`config.mk`:
```
export PLATFORM = sky130hd
export DESIGN_NAME = flow_abort_irq
export DESIGN_NICKNAME = d
export VERILOG_FILES = /design/src/rtl/flow_abort_pkg.sv /design/src/rtl/flow_chan_seq.sv /design/src/rtl/flow_eof_flag.sv /design/src/rtl/flow_irq_merge.sv /design/src/rtl/flow_abort_irq.sv
export SDC_FILE = /design/constraint.sdc
export NUM_CORES = 1
export LEC_CHECK = 0
export BUFFER_PORTS_ARGS = -buffer_cell sky130_fd_sc_hd__buf_2
export CAP_MARGIN = 20
export CORE_MARGIN = 2
export CORE_UTILIZATION = 30
export DETAILED_ROUTE_END_ITERATION = 8
export PLACE_DENSITY_LB_ADDON = 0.25
export SETUP_SLACK_MARGIN = 0.1
export SLEW_MARGIN = 40
export SYNTH_ARGS = -nofsm -noshare
export SYNTH_HDL_FRONTEND = slang
export SYNTH_SLANG_ARGS = --single-unit
```
`constraint.sdc`:
```
create_clock -name clk -period 2 [get_ports clk]
set_input_delay 0.1 -clock clk [delete_from_list [all_inputs] [get_ports clk]]
set_output_delay 0.1 -clock clk [all_outputs]
set_load 0.01 [all_outputs]
```
`src/rtl/flow_abort_pkg.sv`:
```
package flow_abort_pkg;

  localparam int NUM_CH = 2;

  typedef enum logic [1:0] {
    CH_IDLE      = 2'd0,
    CH_RUN       = 2'd1,
    CH_STOP_BYTE = 2'd2,
    CH_STOP_PKT  = 2'd3
  } ch_state_e;

  // register bit positions, channel c uses a nibble at 4*c
  function automatic int busy_bit(input int c);
    return 4 * c;
  endfunction

  function automatic int flag_bit(input int c);
    return 4 * c + 1;
  endfunction

  function automatic int ack_bit(input int c);
    return 4 * c + 1;
  endfunction

  function automatic int en_bit(input int c);
    return 4 * c + 2;
  endfunction

  // packet position arithmetic
  function automatic logic at_pkt_end(input int unsigned pos, input int unsigned pkt_len);
    return pos == pkt_len - 1;
  endfunction

  function automatic int unsigned pkt_advance(input int unsigned pos, input int unsigned pkt_len);
    return (pos == pkt_len - 1) ? 0 : pos + 1;
  endfunction

endpackage

```
`src/rtl/flow_chan_seq.sv`:
```
module flow_chan_seq
  import flow_abort_pkg::*;
#(
  parameter int PKT_LEN = 4,
  parameter int LEN_W   = 8
) (
  input  logic             clk,
  input  logic             rst,
  input  logic             start,
  input  logic [LEN_W-1:0] len,
  input  logic             byte_done,
  input  logic             abort_req,
  input  logic             abort_delayed,
  input  logic             desc_wr,
  output logic             busy,
  output logic             eof_set,
  output logic             abort_taken
);

  localparam int PKT_W = (PKT_LEN > 1) ? $clog2(PKT_LEN) : 1;

  ch_state_e        st_q;
  logic [LEN_W-1:0] rem_q;
  logic [PKT_W-1:0] pos_q;
  logic             silent_q;

  logic running, last_byte, pkt_end, finish, start_ok;

  always_comb begin
    running     = (st_q != CH_IDLE);
    last_byte   = (rem_q == LEN_W'(1));
    pkt_end     = at_pkt_end(32'(pos_q), PKT_LEN);
    finish      = running && byte_done &&
                  (last_byte || st_q == CH_STOP_BYTE || (st_q == CH_STOP_PKT && pkt_end));
    eof_set     = finish && (last_byte || !silent_q);
    abort_taken = (st_q == CH_RUN) && abort_req && !finish;
    start_ok    = (st_q == CH_IDLE) && start && (len != '0);
  end

  assign busy = running;

  always_ff @(posedge clk) begin
    if (rst) begin
      st_q     <= CH_IDLE;
      rem_q    <= '0;
      pos_q    <= '0;
      silent_q <= 1'b0;
    end else if (start_ok) begin
      st_q     <= CH_RUN;
      rem_q    <= len;
      pos_q    <= '0;
      silent_q <= 1'b0;
    end else if (running) begin
      if (byte_done) begin
        rem_q <= rem_q - LEN_W'(1);
        pos_q <= PKT_W'(pkt_advance(32'(pos_q), PKT_LEN));
      end
      if (finish) begin
        st_q <= CH_IDLE;
      end else if (abort_taken) begin
        st_q     <= abort_delayed ? CH_STOP_PKT : CH_STOP_BYTE;
        silent_q <= desc_wr;
      end
    end
  end

  // an idle channel without a start stays idle whatever abort does
  assert_idle_stays_R6: assert property (@(posedge clk) disable iff (rst)
    (!busy && !start) |=> !busy);

  // busy can only fall on a byte strobe
  assert_busy_hold_R4: assert property (@(posedge clk) disable iff (rst)
    (busy && !byte_done) |=> busy);

  // stop-at-byte completes on the next strobe
  assert_stop_byte_R2: assert property (@(posedge clk) disable iff (rst)
    (st_q == CH_STOP_BYTE && byte_done) |=> !busy);

  // stop-at-packet survives strobes short of the packet boundary
  assert_stop_pkt_R3: assert property (@(posedge clk) disable iff (rst)
    (st_q == CH_STOP_PKT && byte_done && !pkt_end && !last_byte) |=> busy);

endmodule

```
`src/rtl/flow_eof_flag.sv`:
```
module flow_eof_flag (
  input  logic clk,
  input  logic rst,
  input  logic set,
  input  logic ack,
  output logic flag
);

  always_ff @(posedge clk) begin
    if (rst) flag <= 1'b0;
    else     flag <= set | (flag & ~ack);
  end

  // set wins over a simultaneous acknowledge
  assert_set_wins_R7: assert property (@(posedge clk) disable iff (rst)
    set |=> flag);

  // acknowledge alone clears
  assert_ack_clears_R7: assert property (@(posedge clk) disable iff (rst)
    (ack && !set) |=> !flag);

  // the flag never rises without a hardware set event
  assert_rise_needs_set_R8: assert property (@(posedge clk) disable iff (rst)
    $rose(flag) |-> $past(set));

endmodule

```
`src/rtl/flow_irq_merge.sv`:
```
module flow_irq_merge #(
  parameter int N = 2
) (
  input  logic [N-1:0] flags,
  input  logic [N-1:0] enables,
  input  logic         glb_en,
  output logic         irq
);

  assign irq = glb_en & (|(flags & enables));

endmodule

```
`src/rtl/flow_abort_irq.sv`:
```
module flow_abort_irq
  import flow_abort_pkg::*;
#(
  parameter int PKT_LEN = 4,
  parameter int LEN_W   = 8
) (
  input  logic                    clk,
  input  logic                    rst,
  input  logic [1:0]              flow_start,
  input  logic [1:0][LEN_W-1:0]   flow_len,
  input  logic [1:0]              byte_done,
  input  logic [1:0]              abort_req,
  input  logic [1:0]              abort_delayed,
  input  logic [1:0]              desc_wr,
  input  logic                    reg_we,
  input  logic                    reg_addr,
  input  logic [7:0]              reg_wdata,
  output logic [7:0]              reg_rdata,
  input  logic                    irq_glb_en,
  output logic [1:0]              chan_busy,
  output logic                    irq
);

  logic [NUM_CH-1:0] eof_set, abort_taken, ack, flag_q, en_q;
  logic              ctrl_wr;
  logic              wdata_unused;

  assign ctrl_wr      = reg_we && (reg_addr == 1'b1);
  assign wdata_unused = ^{reg_wdata[0], reg_wdata[3], reg_wdata[4], reg_wdata[7], abort_taken};

  for (genvar c = 0; c < NUM_CH; c++) begin : g_ch
    flow_chan_seq #(.PKT_LEN(PKT_LEN), .LEN_W(LEN_W)) u_seq (
      .clk          (clk),
      .rst          (rst),
      .start        (flow_start[c]),
      .len          (flow_len[c]),
      .byte_done    (byte_done[c]),
      .abort_req    (abort_req[c]),
      .abort_delayed(abort_delayed[c]),
      .desc_wr      (desc_wr[c]),
      .busy         (chan_busy[c]),
      .eof_set      (eof_set[c]),
      .abort_taken  (abort_taken[c])
    );

    assign ack[c] = ctrl_wr && reg_wdata[ack_bit(c)];

    flow_eof_flag u_flag (
      .clk (clk),
      .rst (rst),
      .set (eof_set[c]),
      .ack (ack[c]),
      .flag(flag_q[c])
    );

    always_ff @(posedge clk) begin
      if (rst)          en_q[c] <= 1'b0;
      else if (ctrl_wr) en_q[c] <= reg_wdata[en_bit(c)];
    end
  end

  flow_irq_merge #(.N(NUM_CH)) u_irq (
    .flags  (flag_q),
    .enables(en_q),
    .glb_en (irq_glb_en),
    .irq    (irq)
  );

  always_comb begin
    reg_rdata = '0;
    for (int c = 0; c < NUM_CH; c++) begin
      if (reg_addr == 1'b0) begin
        reg_rdata[busy_bit(c)] = chan_busy[c];
        reg_rdata[flag_bit(c)] = flag_q[c];
      end else begin
        reg_rdata[en_bit(c)] = en_q[c];
      end
    end
  end

  // the global enable gates the interrupt
  assert_glb_gate_R9: assert property (@(posedge clk) disable iff (rst)
    !irq_glb_en |-> !irq);

  // an interrupt always has a pending flag behind it
  assert_irq_source_R9: assert property (@(posedge clk) disable iff (rst)
    irq |-> (flag_q != '0));

endmodule

```
== Yosys cells after proc, flatten, opt, wreduce, memory -nomap -nowiden ==
Cells that the tools add are included.
Word-level totals
  register bits: 30
  input port bits: 39
  output and inout bits: 11
  logic and storage cells: 116
Operators by class
  $add $sub $neg: 4
  eq/ne operators: 10
  muxes and demuxes: 22
  bitwise operators: 10
  reduce and logical (&&, ||, !) cells: 56
Operators with widths (number)
  2-to-1 mux 8 bit: 6
  logical AND 1 bit: 19
  equality test 8 x 1 -> 1 bit (second input constant): 2
  2-to-1 mux 2 bit: 8
  AND reduction 2 bit: 8
  nonzero test 2 bit: 8
  nonzero test 8 bit: 2
  subtractor 8 x 1 -> 8 bit (second input constant): 2
  equality test 2 bit (second input constant): 6
  2-to-1 mux 1 bit: 8
  logical OR 1 bit: 6
  AND reduction 3 bit: 2
  nonzero test 3 bit: 2
  OR reduction 2 bit: 3
  adder 2 x 1 -> 2 bit (second input constant): 2
  equality test 2 x 1 -> 1 bit (second input constant): 2
  logical NOT 1 bit: 4
  logical NOT 2 bit: 2
  inverter 1 bit: 4
  bitwise AND 1 bit: 3
  bitwise AND 2 bit: 1
  OR 1 bit: 2

== Depth between registers and ports, before layout ==
  depth in word-level cells: 10
  gate-level depth with buffers: 6
  mapped depth without buffers: 6

== Cells and area by module ==
Synthesis repeated with hierarchy kept, for this count alone.
Second synthesis, totals
  cell total of the unflattened synthesis: 208
  area total of the unflattened synthesis: 1721.7 um^2
By module, submodules not included
  flow_chan_seq: instances 2, cells each 89, area an instance 737.0 um^2, seq. area each 260.2 um^2
  flow_abort_irq: instances 1, cells each 20, area an instance 156.4 um^2, seq. area each 40.0 um^2
  flow_eof_flag: instances 2, cells each 4, area an instance 38.8 um^2, seq. area each 20.0 um^2
  flow_irq_merge: instances 1, cells each 2, area an instance 13.8 um^2, seq. area each 0.0 um^2

== Worst setup path before layout ==
No wires, ideal clock.
  path type: register to register
  from: reg g_ch[1].u_seq.st_q[0]
  to: reg g_ch[1].u_seq.rem_q[7]
  library setup time: 130 ps
  arrival time: 1320 ps
  required time: 1870 ps
  slack: 550 ps
  cell stages (with the launch flop): 6
  buffers on the path: 1
  period minus slack after synthesis: 1450 ps
  cells stage by stage: dfxtp_1 > buf_2 > o21ai_1 > or4_1 > o31ai_1 > o22ai_1
On the way
  cells in the longest elaborated chain, start to end: 5
  elaborated cells on any way between the ends: 8
  classes of those cells: 1 x mux; 7 x reduce/logical
Ends and longest elaborated chain
  start: declaration: line flow_chan_seq.sv:22  | ch_state_e st_q;
  start signal: assignment: line flow_chan_seq.sv:61  | st_q <= abort_delayed ? CH_STOP_PKT : CH_STOP_BYTE;
  logical NOT 2 bit: line flow_chan_seq.sv:37  | start_ok = (st_q == CH_IDLE) && start && (len != '0);
  logical AND 1 bit (2 in series): line flow_chan_seq.sv:37
  nonzero test 2 bit (no source line)
  AND reduction 2 bit (no source line)
  end signal: assignment: line flow_chan_seq.sv:50  | rem_q <= len;
  end signal: assignment: line flow_chan_seq.sv:55  | rem_q <= rem_q - LEN_W'(1);
  end: declaration: line flow_chan_seq.sv:23  | logic [LEN_W-1:0] rem_q;
Parallel ways exist; a longest one is shown, timed or not.
A chain may end at the register's enable or synchronous reset.

== Worst setup path after layout ==
Same ends and word-level chain as after synthesis.

==> results.md <==
* DRC Markers at 0
* ANT nets after route at 0
* Synth top area share at 35.0%
* Worst vdd rail ir drop at 275 uV
* Cell area after synthesis at 1720 um2
* Post-Syn Instances at 208
* First-pass GRT wire length at 7000 um
* Cts bufs inserted at 5
* GPL Wtd Cong at 0.768
* Final net count at 296
* I/O Pins at 50
* Hold WC Path Type: input pin to flip-flop
* Routed via count at 1,684
* CP Class: flip-flop to flip-flop
* Switching power at 0.540 mW
* Worst-Margin Slew at 567 ps
* Largest net degree at the start of global routing at 22
* Final-report hold violation count at 0
* Final setup TNS at 0 ps
* Post-CTS setup repair buffer count at 0
* Initial antenna violation count at 0
* Reg clk slew, reported paths at 70 ps
* Top cells by area, synth: dfxtp_1 35%, a21oi_1 5.8%, ha_1 4.4%, nand3_1 4.4%, nand2_1 3.7%
* Worst Path Required at 2160 ps
* Max clock buf depth at 2
* Element type at the critical path start: flip-flop
* Clock power share at 30.1%
* Dominant synthesized flop cell: dfxtp_1
* Initial DRT Pass Iterations at 4
* DR vias/cell at 5.20
* Initial Util at 31.2%
* Final setup fails at 0
* Fillers at 589
* Max Cap Violations at 0
* Final period util at 81.7%
* Critical path capture point type: flip-flop
* Relative slew slack at 61.6%
* Core Region at 5510 um2
* Clock Skew at 9.63 ps
* Pleak at 0.824 nW
* Fraction of layout cells with a size suffix above 1 at 27.8%
* Sequential area share after synthesis at 35.0%
* Vias in the first global route at 1,498
* Area Overhead vs Synth at 21.7%
* Mean area per synthesized cell at 8.25 um2
* Int Pwr at 1.13 mW
* CTS tree: built
* Num Clock Sinks at 30
* Wirelength, routed at 4270 um
* Avg WL per Cell at 13.2 um
* Max Clk Rate at 0.612 GHz
* Post-synthesis mux area share at 1.75%
* Status: completed
* Hold_buf cts at 0
* # rows at 27
* CTS resizes at 0
* Synth area leader: dfxtp_1
* Post-synth ARST share at 0%
* Synth Area in Adders at 4.38%
* Commonest non-fill, non-tap cell in the layout: buf_2
* Total global-route track usage at 14.0%
* Post-layout min period at 1630 ps
* Post-Synth XOR/XNOR Area at 0.511%
* Crit path DAT at 1790 ps
* CTS root buf: clkbuf_8
* Main combinational cell family by area after synthesis: simple AND/OR/NAND/NOR gates
* Worst-skew pair later-pin latency at 280 ps
* Die area at 6340 um2
* N_diodes at 0
* Width of the die at 79.6 um
* Pwr/cell area at 802 nW/um2
* Layout Utilization at 37.9%
* Compound-Gate Fraction of Synth Area at 24.7%
* Port Buf Inserts at 43
* Synth warnings at 0
* Flop pwr share at 43.7%
* GRT overflow at 0
* Post-synthesis register bit count at 30
* Sw Share at 32.2%
* Die height at 79.6 um
* Most frequent cells in the layout: 43 x buf_2, 30 x dfxtp_1, 20 x a21oi_1
* Final slew viol count at 0
* Iter 0 DRT Violations at 115
* Post-DP HPWL at 3170 um
* Crit path max fanout at 8
* EDFF count, synth at 0
* H-Tree Depth at 2
* RSZ-0062 raised after global routing: false
* Simple-Gate Fraction of Synth Area at 27.6%
* Netlist cell types at 43
* Combinational share of power at 26.3%
==> logic make-up after synthesis <==
group                      after synthesis
adders and majority gates                6
other                                    1
DFF                                     30
xor gates and xnor gates                 1
muxes                                    3
buffers and inverters                   21
and+or+nand+nor                         83
AOI/OAI and AO/OA                       63
==> worst paths after layout <==
kind                          start                      to  slack, ps  depth (start not counted)
max           g_ch[1].u_seq.st_q[0]  g_ch[1].u_seq.rem_q[7]        370                          4
min                      desc_wr[0]  g_ch[0].u_seq.silent_q         60                          3
max reg2reg   g_ch[1].u_seq.st_q[0]  g_ch[1].u_seq.rem_q[7]        370                          4
min reg2reg  g_ch[1].u_seq.pos_q[1]  g_ch[1].u_seq.pos_q[1]        460                          2
==> metal layers <==
layer / share of wire (%) / track usage, % / vias to the layer above
met4: 0.80 / 5.69 / 0
met1: 49 / 18.3 / 798
li1: - / - / 851
met3: 4.3 / 3.17 / 2
met5: 0 / 0 / -
met2: 46 / 22.1 / 33
==> metrics by stage <==
stage	instances	hold WS (ps)	worst slack [ps]	instance area (um2)	total power [mW]
global route	324	76.7	175	2090	1.79
detailed placement	316	355	410	2000	1.18
floorplan	209	215	550	1720	1.05
CTS	324	58.3	393	2090	1.69
global placement	316	343	410	2000	1.18
finish	324	60.4	366	2090	1.67
==> power groups by stage <==
stage          Combinational, mW  Clock (mW)  Sequential (mW)
2_1_floorplan              0.341           0            0.712
3_3_place_gp               0.438           0            0.742
3_5_place_dp               0.439           0            0.744
4_1_cts                    0.441       0.521            0.730
5_1_grt                    0.492       0.556            0.744
6_report                   0.440       0.503            0.731
==> flip-flops by register name (all words and copies together) (netlist names) <==
name                 count
g_ch.u_flag.flag         2
g_ch.u_seq.rem_q        16
g_ch.u_seq.pos_q         4
en_q                     2
g_ch.u_seq.st_q          4
g_ch.u_seq.silent_q      2
==> critical path, stage by stage (launching register included) <==
cell and delay, ps:
dfxtp_1 480, o21ai_1 130, or4_1 520, o31ai_1 270, o22ai_1 110
==> synthesized netlist by cell type, types with 4 or more instances <==
cell / number
dfxtp_1: 30
a21oi_1: 20
nand2_1: 17
nand3_1: 15
nor2_1: 13
a22oi_1: 7
inv_1: 7
o22ai_1: 7
a31oi_1: 6
ha_1: 6
buf_2: 5
clkbuf_1: 5
nor2b_1: 5
nor3_1: 5
buf_4: 4
nand3b_1: 4
or4_1: 4
==> final cells by class <==
class	count	area, um2	share of cell area (%)
Multi-Input combinational cell	158	1020	48.8
Sequential cell	30	601	28.8
Timing Repair Buffer	49	260	12.5
Tap cell	72	90.1	4.32
Clock buffer	7	86.3	4.14
Inverter	7	26.3	1.26
Clock inverter	1	5.00	0.240
Note: power is estimated with default switching activity, not from simulation.
